--- src/rtl/dcr_pkg.sv ---
`timescale 1ns/1ps
package dcr_pkg;
  localparam logic [7:0] A_ID    = 8'h08;
  localparam logic [7:0] A_CTRL  = 8'h10;
  localparam logic [7:0] A_POLL  = 8'h14;
  localparam logic [7:0] A_CSEL  = 8'h18;
  localparam logic [7:0] A_CCTRL = 8'h1C;
  localparam logic [7:0] A_DBASE = 8'h20;
  localparam logic [7:0] A_DLEN  = 8'h24;
  localparam logic [7:0] A_CSTAT = 8'h28;
  localparam logic [7:0] A_CIEN  = 8'h2C;
  localparam logic [7:0] A_PSEL  = 8'h40;
  localparam logic [7:0] A_PCTRL = 8'h44;
  localparam logic [7:0] A_GIEN  = 8'hF4;

  localparam int CC_ON    = 0;
  localparam int CC_RST   = 1;
  localparam int CC_TX    = 8;
  localparam int CC_WT_LO = 16;

  localparam logic [31:0] PCTRL_MASK = 32'h0000_0F7C;
  localparam logic [31:0] POLL_MASK  = 32'h8000_0040;
endpackage

--- src/rtl/dcr_chan.sv ---
`timescale 1ns/1ps
module dcr_chan #(
  parameter int ST_W       = 8,
  parameter int RST_CYCLES = 4,
  localparam int CW        = $clog2(RST_CYCLES + 1)
) (
  input  logic            clk,
  input  logic            clr,
  input  logic            ctrl_we,
  input  logic            stat_we,
  input  logic            ien_we,
  input  logic            wr_on,
  input  logic            wr_rst,
  input  logic            wr_tx,
  input  logic [1:0]      wr_wt,
  input  logic [ST_W-1:0] wr_bits,
  input  logic [ST_W-1:0] evt_set,
  output logic            on_q,
  output logic            tx_q,
  output logic [1:0]      wt_q,
  output logic            rst_busy,
  output logic [ST_W-1:0] stat_q,
  output logic [ST_W-1:0] ien_q
);
  logic [CW-1:0]   cnt;
  logic            done;
  logic [ST_W-1:0] clr_bits;
  logic [ST_W-1:0] set_bits;

  assign done     = rst_busy && (cnt == '0);
  assign clr_bits = stat_we ? wr_bits : '0;
  assign set_bits = rst_busy ? '0 : evt_set;

  always_ff @(posedge clk) begin
    if (clr) begin
      on_q     <= 1'b0;
      tx_q     <= 1'b0;
      wt_q     <= '0;
      rst_busy <= 1'b0;
      cnt      <= '0;
      stat_q   <= '0;
      ien_q    <= '0;
    end else begin
      if (ctrl_we) begin
        on_q <= wr_on;
        tx_q <= wr_tx;
        wt_q <= wr_wt;
      end
      if (ctrl_we && wr_rst && !rst_busy) begin
        rst_busy <= 1'b1;
        cnt      <= CW'(RST_CYCLES - 1);
      end else if (rst_busy) begin
        if (cnt == '0) rst_busy <= 1'b0;
        else           cnt      <= cnt - CW'(1);
      end
      if (done) on_q <= 1'b0;
      if (ien_we) ien_q <= wr_bits;
      if (done) stat_q <= '0;
      else      stat_q <= (stat_q & ~clr_bits) | set_bits;
    end
  end


  rst_hold_chk: assert property (@(posedge clk) disable iff (clr)
    (rst_busy && cnt != '0) |=> rst_busy);

  rst_done_chk: assert property (@(posedge clk) disable iff (clr)
    done |=> (!rst_busy && !on_q && stat_q == '0));

  w1c_chk: assert property (@(posedge clk) disable iff (clr)
    (stat_we && !rst_busy && evt_set == '0) |=> ((stat_q & $past(wr_bits)) == '0));

  no_set_in_rst_chk: assert property (@(posedge clk) disable iff (clr)
    rst_busy |=> ((stat_q & ~$past(stat_q)) == '0));
endmodule

--- src/rtl/dcr_desc_mem.sv ---
`timescale 1ns/1ps
module dcr_desc_mem #(
  parameter int NUM_CH = 20,
  parameter int AW     = 5
) (
  input  logic          clk,
  input  logic          we_base,
  input  logic          we_len,
  input  logic [AW-1:0] idx,
  input  logic [31:0]   wdata,
  output logic [31:0]   base_q,
  output logic [31:0]   len_q
);
  logic [31:0] base_m [NUM_CH];
  logic [31:0] len_m  [NUM_CH];

  always_ff @(posedge clk) begin
    if (we_base) base_m[idx] <= wdata;
    base_q <= base_m[idx];
  end

  always_ff @(posedge clk) begin
    if (we_len) len_m[idx] <= wdata;
    len_q <= len_m[idx];
  end
endmodule

--- src/rtl/dcr_port_bank.sv ---
`timescale 1ns/1ps
module dcr_port_bank
  import dcr_pkg::*;
#(
  parameter int NUM_PORT = 4,
  parameter int PW       = 2
) (
  input  logic          clk,
  input  logic          clr,
  input  logic          we,
  input  logic [PW-1:0] psel,
  input  logic [31:0]   wdata,
  output logic [31:0]   rd_word
);
  logic [31:0] pc [NUM_PORT];

  for (genvar p = 0; p < NUM_PORT; p++) begin : g_port
    always_ff @(posedge clk) begin
      if (clr)                          pc[p] <= '0;
      else if (we && psel == PW'(p))    pc[p] <= wdata & PCTRL_MASK;
    end
  end

  always_comb begin
    rd_word = '0;
    for (int p = 0; p < NUM_PORT; p++)
      if (psel == PW'(p)) rd_word = pc[p];
  end
endmodule

--- src/rtl/dcr_irq.sv ---
`timescale 1ns/1ps
module dcr_irq #(
  parameter int NUM_CH = 20,
  parameter int ST_W   = 8
) (
  input  logic                        clk,
  input  logic                        clr,
  input  logic [NUM_CH-1:0]           gien,
  input  logic [NUM_CH-1:0][ST_W-1:0] st_v,
  input  logic [NUM_CH-1:0][ST_W-1:0] ie_v,
  output logic                        irq_q
);
  logic [NUM_CH-1:0] hit;

  for (genvar c = 0; c < NUM_CH; c++) begin : g_hit
    assign hit[c] = gien[c] && |(st_v[c] & ie_v[c]);
  end

  always_ff @(posedge clk) begin
    if (clr) irq_q <= 1'b0;
    else     irq_q <= |hit;
  end


  irq_needs_gien_chk: assert property (@(posedge clk) disable iff (clr)
    irq_q |-> $past(gien != '0));

  irq_quiet_chk: assert property (@(posedge clk) disable iff (clr)
    (gien == '0) |=> !irq_q);
endmodule

--- src/rtl/dma_bank_regs.sv ---
`timescale 1ns/1ps
module dma_bank_regs
  import dcr_pkg::*;
#(
  parameter int NUM_CH     = 20,
  parameter int NUM_PORT   = 4,
  parameter int ST_W       = 8,
  parameter int RST_CYCLES = 4,
  parameter int HW_REV     = 3,
  localparam int CHW = (NUM_CH > 1) ? $clog2(NUM_CH) : 1,
  localparam int PW  = (NUM_PORT > 1) ? $clog2(NUM_PORT) : 1
) (
  input  logic              clk,
  input  logic              rst,
  input  logic              reg_wr,
  input  logic              reg_rd,
  input  logic [7:0]        reg_addr,
  input  logic [31:0]       reg_wdata,
  output logic [31:0]       reg_rdata,
  output logic              reg_rvalid,
  input  logic              evt_valid,
  input  logic [CHW-1:0]    evt_ch,
  input  logic [ST_W-1:0]   evt_bits,
  output logic [NUM_CH-1:0] ch_on,
  output logic [NUM_CH-1:0] ch_tx,
  output logic [NUM_CH-1:0] ch_rst,
  output logic              irq
);
  localparam logic [31:0] ID_WORD = {12'(NUM_CH), 4'(NUM_PORT), 11'b0, 5'(HW_REV)};

  logic                        soft_rst, clr;
  logic [CHW-1:0]              csel_q;
  logic [PW-1:0]               psel_q;
  logic [31:0]                 poll_q;
  logic [NUM_CH-1:0]           gien_q;
  logic                        csel_ok;
  logic                        wr_cc, wr_st, wr_ie, wr_base, wr_len;
  logic [NUM_CH-1:0][1:0]      wt_v;
  logic [NUM_CH-1:0][ST_W-1:0] st_v, ie_v;
  logic [31:0]                 sel_cc, sel_st, sel_ie;
  logic [31:0]                 port_word, base_q, len_q;
  logic [31:0]                 rd_n, rd_q;
  logic                        rvalid_q, mem_pick_q, len_pick_q;

  assign soft_rst = reg_wr && (reg_addr == A_CTRL) && reg_wdata[0];
  assign clr      = rst || soft_rst;
  assign csel_ok  = (32'(csel_q) < NUM_CH);
  assign wr_cc    = reg_wr && (reg_addr == A_CCTRL) && csel_ok;
  assign wr_st    = reg_wr && (reg_addr == A_CSTAT) && csel_ok;
  assign wr_ie    = reg_wr && (reg_addr == A_CIEN)  && csel_ok;
  assign wr_base  = reg_wr && (reg_addr == A_DBASE) && csel_ok;
  assign wr_len   = reg_wr && (reg_addr == A_DLEN)  && csel_ok;

  // global registers
  always_ff @(posedge clk) begin
    if (clr) begin
      csel_q <= '0;
      psel_q <= '0;
      poll_q <= '0;
      gien_q <= '0;
    end else if (reg_wr) begin
      case (reg_addr)
        A_CSEL:  csel_q <= reg_wdata[CHW-1:0];
        A_PSEL:  psel_q <= reg_wdata[PW-1:0];
        A_POLL:  poll_q <= reg_wdata & POLL_MASK;
        A_GIEN:  gien_q <= reg_wdata[NUM_CH-1:0];
        default: ;
      endcase
    end
  end

  // per-channel banks
  for (genvar c = 0; c < NUM_CH; c++) begin : g_ch
    logic            hit_sel;
    logic [ST_W-1:0] evt_set;
    assign hit_sel = (csel_q == CHW'(c));
    assign evt_set = (evt_valid && evt_ch == CHW'(c)) ? evt_bits : '0;

    dcr_chan #(.ST_W(ST_W), .RST_CYCLES(RST_CYCLES)) u_chan (
      .clk      (clk),
      .clr      (clr),
      .ctrl_we  (wr_cc && hit_sel),
      .stat_we  (wr_st && hit_sel),
      .ien_we   (wr_ie && hit_sel),
      .wr_on    (reg_wdata[CC_ON]),
      .wr_rst   (reg_wdata[CC_RST]),
      .wr_tx    (reg_wdata[CC_TX]),
      .wr_wt    (reg_wdata[CC_WT_LO+1:CC_WT_LO]),
      .wr_bits  (reg_wdata[ST_W-1:0]),
      .evt_set  (evt_set),
      .on_q     (ch_on[c]),
      .tx_q     (ch_tx[c]),
      .wt_q     (wt_v[c]),
      .rst_busy (ch_rst[c]),
      .stat_q   (st_v[c]),
      .ien_q    (ie_v[c])
    );
  end

  dcr_desc_mem #(.NUM_CH(NUM_CH), .AW(CHW)) u_desc (
    .clk     (clk),
    .we_base (wr_base),
    .we_len  (wr_len),
    .idx     (csel_q),
    .wdata   (reg_wdata),
    .base_q  (base_q),
    .len_q   (len_q)
  );

  dcr_port_bank #(.NUM_PORT(NUM_PORT), .PW(PW)) u_port (
    .clk     (clk),
    .clr     (clr),
    .we      (reg_wr && reg_addr == A_PCTRL),
    .psel    (psel_q),
    .wdata   (reg_wdata),
    .rd_word (port_word)
  );

  dcr_irq #(.NUM_CH(NUM_CH), .ST_W(ST_W)) u_irq (
    .clk   (clk),
    .clr   (clr),
    .gien  (gien_q),
    .st_v  (st_v),
    .ie_v  (ie_v),
    .irq_q (irq)
  );

  // selected channel view
  always_comb begin
    sel_cc = '0;
    sel_st = '0;
    sel_ie = '0;
    for (int c = 0; c < NUM_CH; c++) begin
      if (csel_q == CHW'(c)) begin
        sel_cc = {14'b0, wt_v[c], 7'b0, ch_tx[c], 6'b0, ch_rst[c], ch_on[c]};
        sel_st = 32'(st_v[c]);
        sel_ie = 32'(ie_v[c]);
      end
    end
  end

  always_comb begin
    case (reg_addr)
      A_ID:    rd_n = ID_WORD;
      A_POLL:  rd_n = poll_q;
      A_CSEL:  rd_n = 32'(csel_q);
      A_CCTRL: rd_n = csel_ok ? sel_cc : '0;
      A_CSTAT: rd_n = csel_ok ? sel_st : '0;
      A_CIEN:  rd_n = csel_ok ? sel_ie : '0;
      A_PSEL:  rd_n = 32'(psel_q);
      A_PCTRL: rd_n = port_word;
      A_GIEN:  rd_n = 32'(gien_q);
      default: rd_n = '0;
    endcase
  end

  always_ff @(posedge clk) begin
    if (rst) begin
      rvalid_q   <= 1'b0;
      rd_q       <= '0;
      mem_pick_q <= 1'b0;
      len_pick_q <= 1'b0;
    end else begin
      rvalid_q <= reg_rd;
      if (reg_rd) begin
        rd_q       <= rd_n;
        mem_pick_q <= csel_ok && (reg_addr == A_DBASE || reg_addr == A_DLEN);
        len_pick_q <= (reg_addr == A_DLEN);
      end
    end
  end

  assign reg_rvalid = rvalid_q;
  assign reg_rdata  = mem_pick_q ? (len_pick_q ? len_q : base_q) : rd_q;


  rvalid_follow_chk: assert property (@(posedge clk) disable iff (rst)
    reg_rd |=> reg_rvalid);

  rvalid_idle_chk: assert property (@(posedge clk) disable iff (rst)
    !reg_rd |=> !reg_rvalid);

  soft_clear_chk: assert property (@(posedge clk) disable iff (rst)
    soft_rst |=> (ch_on == '0 && ch_rst == '0 && !irq));

  oob_write_chk: assert property (@(posedge clk) disable iff (rst)
    (reg_wr && reg_addr == A_CCTRL && !csel_ok) |=> (ch_tx == $past(ch_tx)));
endmodule

--- config.mk ---
export PLATFORM = sky130hd
export DESIGN_NAME = dma_bank_regs
export DESIGN_NICKNAME = d
export VERILOG_FILES = /design/src/rtl/dcr_pkg.sv /design/src/rtl/dcr_chan.sv /design/src/rtl/dcr_desc_mem.sv /design/src/rtl/dcr_port_bank.sv /design/src/rtl/dcr_irq.sv /design/src/rtl/dma_bank_regs.sv
export SDC_FILE = /design/constraint.sdc
export NUM_CORES = 2
export LEC_CHECK = 0
export BUFFER_PORTS_ARGS = -buffer_cell sky130_fd_sc_hd__buf_2
export CAP_MARGIN = 5
export CORE_ASPECT_RATIO = 0.9
export CORE_MARGIN = 3
export CORE_UTILIZATION = 30
export DETAILED_ROUTE_END_ITERATION = 16
export GPL_ROUTABILITY_DRIVEN = 0
export MAX_ROUTING_LAYER = met4
export PLACE_DENSITY = 0.54
export SETUP_SLACK_MARGIN = 0.15
export SLEW_MARGIN = 10
export SYNTH_ARGS = -nofsm -noshare
export SYNTH_HDL_FRONTEND = slang
export SYNTH_SLANG_ARGS = --single-unit
export TNS_END_PERCENT = 50
--- constraint.sdc ---
create_clock -name clk -period 5.1 [get_ports clk]
set_input_delay 0.51 -clock clk [delete_from_list [all_inputs] [get_ports clk]]
set_output_delay 0.51 -clock clk [all_outputs]
set_load 0.01 [all_outputs]
==> metrics.cfg <==
[run_status]
outcome = finished, final reports clean

[global_routing]
grt_usage = 0.203
grt_pass1_vias = 50700
grt_start_max_net_pins = 115
grt_pass1_wl_microns = 388000
antenna_found_initial = 21
grt_overflow_total = 0

[drt]
wl_per_cell_microns = 29.2
first_pass_iters = 9
drt_iter0_drc = 8201
drtAntennaViolNets = 0
vias = 53300
wirelength_microns = 275000
drc_errors = 0
via_per_inst = 5.67

[synthesis]
ys_ff_latch = 1915
seq_area_frac_synth = 0.650
ys_types = 92
synth_common_cells = edfxtp_1 (1316), dfxtp_1 (599), nand2_1 (588), a21oi_1 (438), mux4_2 (396)
syn_nets = 5775
synthCells = 5677
synthesis.area_sq_um = 79300
synth_top_area_frac = 0.499
synth.most_common_cell = edfxtp_1
synth_ff_type = edfxtp_1
yosys.area.top_type = edfxtp_1
synth_edf_count = 1316
ys_async_sr_fraction = 0
synthTopCellsByArea = edfxtp_1 (50%), dfxtp_1 (15%), mux4_2 (11%)
yosysWarnings = 0
synth.avg_cell_area_sq_um = 14.0

[finish]
instances_no_fill = 9392
finalInstanceArea_sq_um = 90300
nFillCells = 25200
drive_gt1_frac = 0.203
utilization = 0.344
nets = 5821
syn_to_final_growth_pct = 13.9

[critical_path]
cp-end-kind = register
critPathMaxFanout = 56
rrSetupSlack_ps = 790
startpoint = csel_q[2]
arrival_ps = 4930
path_class = reg2reg
rr_worst_depth = 8
reg2reg_to = rd_q[7]
r2r-start = csel_q[2]
crit_required_ps = 5730
cp-start-kind = register

[sta]
skew_ps = 114
finalCriticalPeriod_ps = 4310
clock.fmax_mhz = 232
rsz0062_at_grt = no
maxSlewHeadroom = 0.155
hold_violations = 0
setup_viol = 0
setup_slack_ps = 794
tns_ps = 0
drv_slew = 0
tightest_slew_ps = 1260
holdWs_ps = 163
period_share = 0.844

[power]
ir_drop_mv = 0.300
p_int_mw = 24.8
combPwrFrac = 0.019
finalPower_mw = 31.5
switching_share = 0.211
power.density_nw_per_um2 = 349
leakage_nw = 27.1
clkPwrFrac = 0.453
seqPwrFrac = 0.528
netSwitchingPower_mw = 6.65

[clock_tree]
cts_made_buffers = 195
cts.clk_slew.worst_paths_ps = 60
cts-root-buf = clkbuf_16
clock-sinks = 1915
ctsResizeCount = 0
post_cts_buffers = 0
cts_tree = yes
hold_buffers = 2
cts_buffer_depth = 4
htreeDepth = 4
insertion_delay_ps = 920

[floorplan]
rows = 178
io_pins = 152
coreArea_sq_um = 262000
start_util = 0.302
die_y_microns = 494
die_area_sq_um = 270000
die_w_microns = 548

[placement]
place.port_buffers = 151
placed_area_sq_um = 84000
placedCellCount = 9034
hpwl_microns = 167000
pre_cts_ws_ps = 1040

[flow_run]
drv_cap = 0

[min_path]
min_from = reg_addr[0]
hold_end = mem_pick_q
holdPathStages = 4
hold_class = in2reg

worst max-delay path by stage:
stage / depth (start not counted) / endpoint
2_1_floorplan: 8 / u_desc.base_m[5][0]
3_3_place_gp: 5 / u_desc.base_m[19][20]
3_5_place_dp: 6 / u_desc.base_m[10][21]
4_1_cts: 4 / reg_rdata[2]
5_1_grt: 8 / rd_q[7]
6_report: 8 / rd_q[7]
routing by layer:
metal  GRT usage  vias up  wire [microns]
met4      0.0722        0           11100
met3      0.0463      648           28800
li1            -    21900               -
met2       0.287     3266          118000
met1       0.285    27500          116000
met5           -        -               0
sequential cells by signal, indices dropped and copies added, names as in the netlist, 2 cells and up:
name and flops:
u_desc.base_m 640, u_desc.len_m 640, g_ch.u_chan.ien_q 160, g_ch.u_chan.stat_q 160
g_ch.u_chan.cnt 60, g_ch.u_chan.wt_q 40, u_port.pc 36, u_desc.base_q 32
u_desc.len_q 32, rd_q 22, g_ch.u_chan.on_q 20, g_ch.u_chan.rst_busy 20
g_ch.u_chan.tx_q 20, gien_q 20, csel_q 5, poll_q 2
psel_q 2
logic make-up (layout without fill, tap and decap cells):
logic type / Yosys count / count (layout) / share of synthesized area
flip-flops: 1915 / 1915 / 0.650
AND/OR/NAND/NOR: 1330 / 1330 / 0.0767
AO/OA/AOI/OAI: 1326 / 1326 / 0.105
multiplexers: 539 / 539 / 0.132
buffers and inverters: 527 / 719 / 0.0307
adder cells (fa/ha/maj): 40 / 40 / 0.00631
other: 0 / 13 / 0
cells in the final DEF (no fill, tap or decap), types with 40 or more instances in the layout:
cell / synthesis / routed
a22oi_1: 271 / 271
nor2b_1: 44 / 43
nand3_1: 63 / 61
ha_1: 40 / 40
clkbuf_1: 223 / 43
mux4_2: 396 / 396
buf_2: 110 / 143
nor2_1: 360 / 320
mux2i_1: 66 / 66
a21oi_1: 438 / 438
buf_4: 75 / 145
nor2_4: 20 / 60
edfxtp_1: 1316 / 1316
mux2_2: 77 / 77
inv_1: 67 / 67
nand2_1: 588 / 588
clkbuf_16: 0 / 199
o21ai_0: 279 / 279
nor3_1: 51 / 51
a211oi_1: 46 / 46
dfxtp_1: 599 / 592
and2_1: 52 / 52
area by class of cell:
type | instances | area (sq um) | area share
Antenna cell | 13 | 32.5 | 0.000360
Tap cell | 3510 | 4390 | 0.0487
Multi-Input combinational cell | 3235 | 25700 | 0.284
Inverter | 68 | 255 | 0.00283
Timing Repair Buffer | 308 | 2180 | 0.0242
Clock buffer | 255 | 5320 | 0.0589
Sequential cell | 1915 | 51500 | 0.571
Clock inverter | 88 | 893 | 0.00990
power groups by stage:
stage / clock network [mW] / registers (mW) / logic (mW)
detailed placement: 0 / 17.0 / 0.583
finish: 14.3 / 16.6 / 0.597
CTS: 14.5 / 16.6 / 0.585
global route: 15.1 / 16.6 / 0.621
global placement: 0 / 17.0 / 0.569
floorplan: 0 / 16.9 / 0.205
worst max-delay path: stages (launching register included):
cell	delay (ps)
dfxtp_4	950
nor2b_1	410
a221o_1	460
a32oi_1	550
a2111oi_0	190
buf_4	200
o221a_1	230
a2111oi_0	850
o22ai_1	190
Power figures use the tool's default switching activity.
